`src/rtl/semPkg.sv`:
```
package semPkg;
  localparam int NUM_ENG = 2;
  localparam int NUM_SEM = 4;
  localparam int ENG_W   = (NUM_ENG > 1) ? $clog2(NUM_ENG) : 1;
  localparam int SEL_W   = (NUM_SEM > 1) ? $clog2(NUM_SEM) : 1;

  // Strobes from the control decision to the ownership registers.
  typedef struct packed {
    logic [NUM_SEM-1:0]            grab;
    logic [NUM_SEM-1:0]            drop;
    logic [NUM_SEM-1:0][ENG_W-1:0] newOwner;
    logic [NUM_ENG-1:0]            statLd;
    logic [NUM_ENG-1:0]            statVal;
  } semStb_t;
endpackage

```
`src/rtl/semCtrl.sv`:
```
module semCtrl
  import semPkg::*;
(
  input  logic [NUM_ENG-1:0]            reqValid,
  input  logic [NUM_ENG-1:0]            reqLock,
  input  logic [NUM_ENG*SEL_W-1:0]      reqSel,
  input  logic [NUM_SEM-1:0]            busyQ,
  input  logic [NUM_SEM-1:0][ENG_W-1:0] ownerQ,
  output semStb_t                       stb
);
  logic [NUM_SEM-1:0] claimed;
  logic               holds;
  logic [SEL_W-1:0]   heldIdx;
  logic [SEL_W-1:0]   sel;

  always_comb begin
    stb     = '0;
    claimed = '0;
    holds   = 1'b0;
    heldIdx = '0;
    sel     = '0;
    // Lower engine index is evaluated first and so wins contention.
    for (int e = 0; e < NUM_ENG; e++) begin
      holds   = 1'b0;
      heldIdx = '0;
      for (int s = 0; s < NUM_SEM; s++) begin
        if (busyQ[s] && ownerQ[s] == ENG_W'(e)) begin
          holds   = 1'b1;
          heldIdx = SEL_W'(s);
        end
      end
      sel = reqSel[e*SEL_W +: SEL_W];
      if (reqValid[e]) begin
        stb.statLd[e] = 1'b1;
        if (reqLock[e]) begin
          if (busyQ[sel]) begin
            stb.statVal[e] = (ownerQ[sel] == ENG_W'(e));
          end else if (!holds && !claimed[sel]) begin
            stb.grab[sel]     = 1'b1;
            stb.newOwner[sel] = ENG_W'(e);
            claimed[sel]      = 1'b1;
            stb.statVal[e]    = 1'b1;
          end else begin
            stb.statVal[e] = 1'b0;
          end
        end else begin
          if (holds) stb.drop[heldIdx] = 1'b1;
          stb.statVal[e] = 1'b0;
        end
      end
    end
  end
endmodule

```
`src/rtl/semData.sv`:
```
module semData
  import semPkg::*;
(
  input  logic                          clk,
  input  logic                          rst,
  input  semStb_t                       stb,
  output logic [NUM_SEM-1:0]            busyQ,
  output logic [NUM_SEM-1:0][ENG_W-1:0] ownerQ,
  output logic [NUM_ENG-1:0]            statQ
);
  for (genvar s = 0; s < NUM_SEM; s++) begin : g_sem
    always_ff @(posedge clk) begin
      if (rst) begin
        busyQ[s]  <= 1'b0;
        ownerQ[s] <= '0;
      end else if (stb.drop[s]) begin
        busyQ[s]  <= 1'b0;
        ownerQ[s] <= '0;
      end else if (stb.grab[s]) begin
        busyQ[s]  <= 1'b1;
        ownerQ[s] <= stb.newOwner[s];
      end
    end
  end

  for (genvar e = 0; e < NUM_ENG; e++) begin : g_eng
    always_ff @(posedge clk) begin
      if (rst)               statQ[e] <= 1'b0;
      else if (stb.statLd[e]) statQ[e] <= stb.statVal[e];
    end
  end
endmodule

```
`src/rtl/semBank.sv`:
```
module semBank
  import semPkg::*;
(
  input  logic                     clk,
  input  logic                     rst,
  input  logic [NUM_ENG-1:0]       reqValid,
  input  logic [NUM_ENG-1:0]       reqLock,
  input  logic [NUM_ENG*SEL_W-1:0] reqSel,
  output logic [NUM_ENG-1:0]       lockStat,
  output logic [NUM_SEM-1:0]       semBusy,
  output logic [NUM_SEM*ENG_W-1:0] semOwner
);
  semStb_t                       stb;
  logic [NUM_SEM-1:0]            busyQ;
  logic [NUM_SEM-1:0][ENG_W-1:0] ownerQ;

  semCtrl u_ctrl (
    .reqValid (reqValid),
    .reqLock  (reqLock),
    .reqSel   (reqSel),
    .busyQ    (busyQ),
    .ownerQ   (ownerQ),
    .stb      (stb)
  );

  semData u_data (
    .clk    (clk),
    .rst    (rst),
    .stb    (stb),
    .busyQ  (busyQ),
    .ownerQ (ownerQ),
    .statQ  (lockStat)
  );

  assign semBusy  = busyQ;
  assign semOwner = ownerQ;
endmodule

```
`config.mk`:
```
export PLATFORM = sky130hd
export DESIGN_NAME = semBank
export DESIGN_NICKNAME = d
export VERILOG_FILES = /design/src/rtl/semPkg.sv /design/src/rtl/semCtrl.sv /design/src/rtl/semData.sv /design/src/rtl/semBank.sv
export SDC_FILE = /design/constraint.sdc
export NUM_CORES = 1
export LEC_CHECK = 0
export BUFFER_PORTS_ARGS = -buffer_cell sky130_fd_sc_hd__buf_2
export CAP_MARGIN = 20
export CORE_MARGIN = 3
export CORE_UTILIZATION = 49
export CTS_BUF_LIST = sky130_fd_sc_hd__clkbuf_16
export DETAILED_ROUTE_END_ITERATION = 8
export PLACE_DENSITY = 0.86
export SYNTH_ARGS = -nofsm -noshare
export SYNTH_HDL_FRONTEND = slang
export SYNTH_SLANG_ARGS = --single-unit
```
`constraint.sdc`:
```
create_clock -name clk -period 4.3 [get_ports clk]
set_input_delay 0.86 -clock clk [delete_from_list [all_inputs] [get_ports clk]]
set_output_delay 0.86 -clock clk [all_outputs]
set_load 0.02 [all_outputs]
```
* Yosys cells after proc, flatten, opt, wreduce, memory -nomap -nowiden
Index checks and enable logic that the tools add are counted.
** Cells by class
- $lt $le $gt $ge :: 8
- Multiplexer cells :: 59
- Bitwise logic cells :: 8
- Reduce and logical (&&, ||, !) cells :: 22
** Operators with widths (count)
- 4-bit 2-to-1 mux :: 14
- 1-bit 2-to-1 mux :: 29
- 1-bit logical AND :: 14
- 13-bit 2-to-1 mux :: 1
- 1-bit binary-select mux with 2-bit select :: 6
- 2-bit by 3-bit less-than comparator with 1-bit output (second input constant) :: 4
- 12-bit 2-to-1 mux :: 1
- 4-bit OR :: 3
- 1-bit demux with 2-bit select :: 4
- 2-bit by 1-bit >= comparator with 1-bit output (second input constant) :: 4
- 2-bit 2-to-1 mux :: 4
- 2-bit OR reduction :: 4
- 1-bit inverter :: 5
- 1-bit logical NOT :: 4
** Storage, ports and cells
- Register bits after elaboration :: 10
- Input bits :: 10
- Output and inout port bits :: 10
- Logic and storage cells :: 107

* Longest topological paths before layout
- Depth in word-level cells :: 21
- Mapped depth :: 7
- Gate-level depth less buffers :: 5

* By module
From an unflattened synthesis, not the netlist that was laid out.
** Second synthesis, totals
- Cell total of the unflattened synthesis :: 94
- Area, all modules :: 834.6 sq um
** Modules (own cells, without submodules)
- semCtrl :: instances 1, cells each 63, area each 460.4 sq um, sequential area each 0.0 sq um
- semData :: instances 1, cells each 31, area each 374.1 sq um, sequential area each 200.2 sq um

* Least setup slack after synthesis
OpenSTA, ideal clock, no wires.
- Path kind :: in2reg
- Start :: in reqSel[2]
- End :: reg u_data.busyQ[2]
- Setup time :: 59 ps
- Arrival time :: 2524 ps
- Required time :: 4241 ps
- Path slack :: 1716 ps
- Cell stages on the path :: 6
- Path buffers :: 1
- Path through :: clkbuf_1 -> mux4_1 -> nor4_1 -> o41a_1 -> and3b_1 -> o31a_1
** On the way
- Word-level cells in the longest chain between the ends :: 9
- Elaborated cells on any way between the ends :: 16
- Those cells by class :: order compare (2); mux (10); bitwise (1); reduce/logical (3)
** RTL lines
- from (decl) :: RTL line semBank.sv:8 : input logic [NUM_ENG*SEL_W-1:0] reqSel,
- 2-bit by 3-bit less-than comparator with 1-bit output (implied by the code) / 2-bit by 1-bit >= comparator with 1-bit output (equally long branches) :: RTL line semCtrl.sv:39 : stb.grab[sel] = 1'b1;
- 1-bit logical AND (implied by the code) :: RTL line semCtrl.sv:39
- 1-bit 2-to-1 mux (implied by the code) :: RTL line semCtrl.sv:39
- 1-bit demux with 2-bit select
- 4-bit OR (no line)
- 4-bit 2-to-1 mux :: RTL line semCtrl.sv:38 : end else if (!holds && !claimed[sel]) begin
- 4-bit 2-to-1 mux (*) :: RTL line semCtrl.sv:36 : if (busyQ[sel]) begin
- 4-bit 2-to-1 mux (*) :: RTL line semCtrl.sv:35 : if (reqLock[e]) begin
- 13-bit 2-to-1 mux (*) :: RTL line semCtrl.sv:33 : if (reqValid[e]) begin
- to (signal, indexed assignment) :: RTL line semData.sv:14 : busyQ[s] <= 1'b0;
- to (signal, indexed assignment) :: RTL line semData.sv:17 : busyQ[s] <= 1'b0;
- to (signal, indexed assignment) :: RTL line semData.sv:20 : busyQ[s] <= 1'b1;
- to (decl) :: RTL line semData.sv:7 : output logic [NUM_SEM-1:0] busyQ,
Every way passes the cells marked *; elsewhere a longest branch is shown, timed or not. The select of a mux whose other input is x is not followed.
A chain may end at the register's enable or synchronous reset.

* Worst setup path after layout
Ends and elaborated chain as after synthesis.

==> impl_metrics.env <==
export IMPL_worstMarginPinSlew_ns=0.374
export IMPL_cp_end_kind="flop"
export IMPL_cp_num_buf_inv=1
export IMPL_place_area_sq_um=841
export IMPL_holdWs_ns=0.464
export IMPL_worstPathCellList="buf_2 -> mux4_1 -> nor4_1 -> o41a_1 -> and3b_1 -> o31a_1"
export IMPL_hold_path_startpoint="u_data.statQ[1]"
export IMPL_synthTopCellsByArea="dfxtp_1, mux4_1, mux4_2"
export IMPL_ys_flop_type="dfxtp_1"
export IMPL_finalMaxSlewViolations=0
export IMPL_grt_overflow_total=0
export IMPL_antenna_found_initial=0
export IMPL_cts_setup_buffers=0
export IMPL_dpl_hpwl_microns=1430
export IMPL_r2r_end="u_data.busyQ[2]"
export IMPL_slew_headroom=0.750
export IMPL_yosysWarnings=0
export IMPL_max_stage_delay_ns=0.59
export IMPL_die_width_microns=46.2
export IMPL_dp_cells=116
export IMPL_switchingPower_mw=0.0849
export IMPL_grt_pass1_wl_microns=3190
export IMPL_design_area_sq_um=916
export IMPL_crit_family="simple AND/OR/NAND/NOR gates"
export IMPL_p_clk_frac=0.491
export IMPL_first_global_vias=692
export IMPL_cp_slowest_cell="mux4_1"
export IMPL_root_buffer="clkbuf_16"
export IMPL_ys_types=40
export IMPL_die_h_microns=46.2
export IMPL_die_area_sq_um=2130
export IMPL_drive_gt1_frac=0.279
export IMPL_status="finished, final reports clean"
export IMPL_power_leakage_nw=0.376
export IMPL_cts_tree="yes"
export IMPL_grt_max_degree=11
export IMPL_synth_area_leader_cell="dfxtp_1"
export IMPL_avgSynthCellArea_sq_um=9.00
export IMPL_clock_skew_ns=0.00382
export IMPL_period_share=0.582
export IMPL_finalCriticalPeriod_ns=2.50
export IMPL_synth_area_sq_um=792
export IMPL_synth_nets=98
export IMPL_hold_violations=0
export IMPL_peakVddDrop_mv=0.243
export IMPL_path_class="primary input to flop"
export IMPL_post_cts_resized=0
export IMPL_ctsHtreeMaxLevel=1
export IMPL_max_freq_mhz=399
export IMPL_p_int_mw=0.247
export IMPL_setup_viol=0
export IMPL_switching_share=0.256
export IMPL_combPwrFrac=0.184
export IMPL_power_mw=0.332
export IMPL_final_cell_count_no_fill=119
export IMPL_sequentialPowerShare=0.326
export IMPL_clock_path_buffers=2
export IMPL_start_util=0.566
export IMPL_required_ns=4.48
export IMPL_yosysMostFrequentCell="dfxtp_1"
export IMPL_vias=785
export IMPL_diodes=0
export IMPL_wl_per_cell_microns=16.1
export IMPL_yosysSeqAreaShare=0.253
export IMPL_rsz0062_at_grt="false"
export IMPL_async_flop_share=0
export IMPL_ys_seq_elements=10
export IMPL_design_portCount=20
export IMPL_max_cap_violations=0
export IMPL_setup_tns_final_ns=0
export IMPL_dr_pass1_iters=4
export IMPL_cp_start_kind="primary input"
export IMPL_hold_buffers=0
export IMPL_worstSkewPairLatency_ns=0.24
export IMPL_clk_pin_slew_ns=0.04
export IMPL_numCtsBuffers=3
export IMPL_cts_sinks=10
export IMPL_rows=13
export IMPL_hp_class="flop to flop"
export IMPL_core_sq_um=1400
export IMPL_nFillCells=121
export IMPL_routed_wl_microns=1920
export IMPL_hold_depth=2
export IMPL_ff2ff_path_depth=5
export IMPL_place_gp_congestion=0.845
export IMPL_r2r_slack_ns=2.00
export IMPL_dr_first_iter_drc_count=34
export IMPL_synth_edf_count=0
export IMPL_crit_reg2reg_launch="u_data.ownerQ[3]"
export IMPL_syn2layout_area_growth_pct=15.6
export IMPL_route_detailed_drc=0
export IMPL_synth_cells=88
export IMPL_fin_nets=116
export IMPL_path_max_fanout=8
export IMPL_p_per_area_nw_per_um2=362
export IMPL_ys_top_cells_by_count="dfxtp_1, nand2_1, a21oi_1, nand2b_1, o21ai_0"
export IMPL_synth_top_area_frac=0.253
export IMPL_worstHoldEndpoint="u_data.statQ[1]"
export IMPL_via_per_inst=6.60
export IMPL_cp_arrival_ns=2.69
export IMPL_grtUsageTotal=0.212
export IMPL_port_buffers=19
export IMPL_ant_nets=0
-- cells by family (layout without fill, tap and decap cells) --
kind of cell,count (synthesis),after routing,synth area share
muxes,5,5,0.136
buffers and inverters,8,24,0.0916
DFF,10,10,0.253
and+or+nand+nor,38,38,0.284
xor gates and xnor gates,2,2,0.0221
AOI/OAI and AO/OA,25,25,0.213
-- cells in the final DEF, fill, tap and decap left out, types with 3 or more instances in the layout --
cell       instances
nand2_1            9
a21oi_1            8
clkbuf_16          3
buf_2             19
o21ai_0            4
nor2_1             3
dfxtp_1           10
nand2b_1           6
-- sequential cells by signal, summed over array words and instances (netlist names) --
name           flops
u_data.ownerQ      4
u_data.statQ       2
u_data.busyQ       4
-- layout make-up --
class / count / area, sq um / area share
Timing Repair Buffer: 19 / 95.1 / 0.104
Tap cell: 15 / 18.8 / 0.0205
Multi-Input combinational cell: 70 / 519 / 0.567
Sequential cell: 10 / 200 / 0.219
Inverter: 2 / 7.51 / 0.00820
Clock buffer: 3 / 75.1 / 0.0820
-- how the worst max path moves through the flow --
stage	start	to	slack, ns	cells after the start
finish	reqSel[2]	u_data.busyQ[2]	1.80	6
CTS	reqSel[0]	u_data.busyQ[2]	1.81	5
global placement	reqSel[0]	u_data.busyQ[2]	1.61	5
detailed placement	reqSel[0]	u_data.busyQ[2]	1.58	5
floorplan	reqSel[2]	u_data.busyQ[2]	1.72	6
global route	reqSel[2]	u_data.busyQ[1]	1.69	6
-- power by group through the flow --
stage	logic [mW]	registers [mW]	clock network, mW
after floorplan	0.0432	0.112	0
after global placement	0.0586	0.109	0
after detailed placement	0.0600	0.109	0
after CTS	0.0605	0.108	0.164
after global routing	0.0660	0.109	0.171
final	0.0610	0.108	0.163
-- tightest hold or removal path: stages, from the launching register on --
cell and delay, ns:
dfxtp_1 0.30, nand2b_1 0.06, a21oi_1 0.05
-- through the flow --
stage                     setup WS, ns   util
final                             1.80  0.655
after global routing              1.69  0.655
after CTS                         1.81  0.655
after detailed placement          1.58  0.601
after global placement            1.61  0.601
after floorplan                   1.72      -
-- per-layer routing --
layer	GRT usage	wire, microns	part of all wire	up-vias
met2	0.310	872	0.45	30
met4	0.0966	34	0.018	0
met5	0	0	0	-
met3	0.0430	123	0.064	4
li1	-	-	-	365
met1	0.295	888	0.46	386
Note: power is estimated with default switching activity, not from simulation.
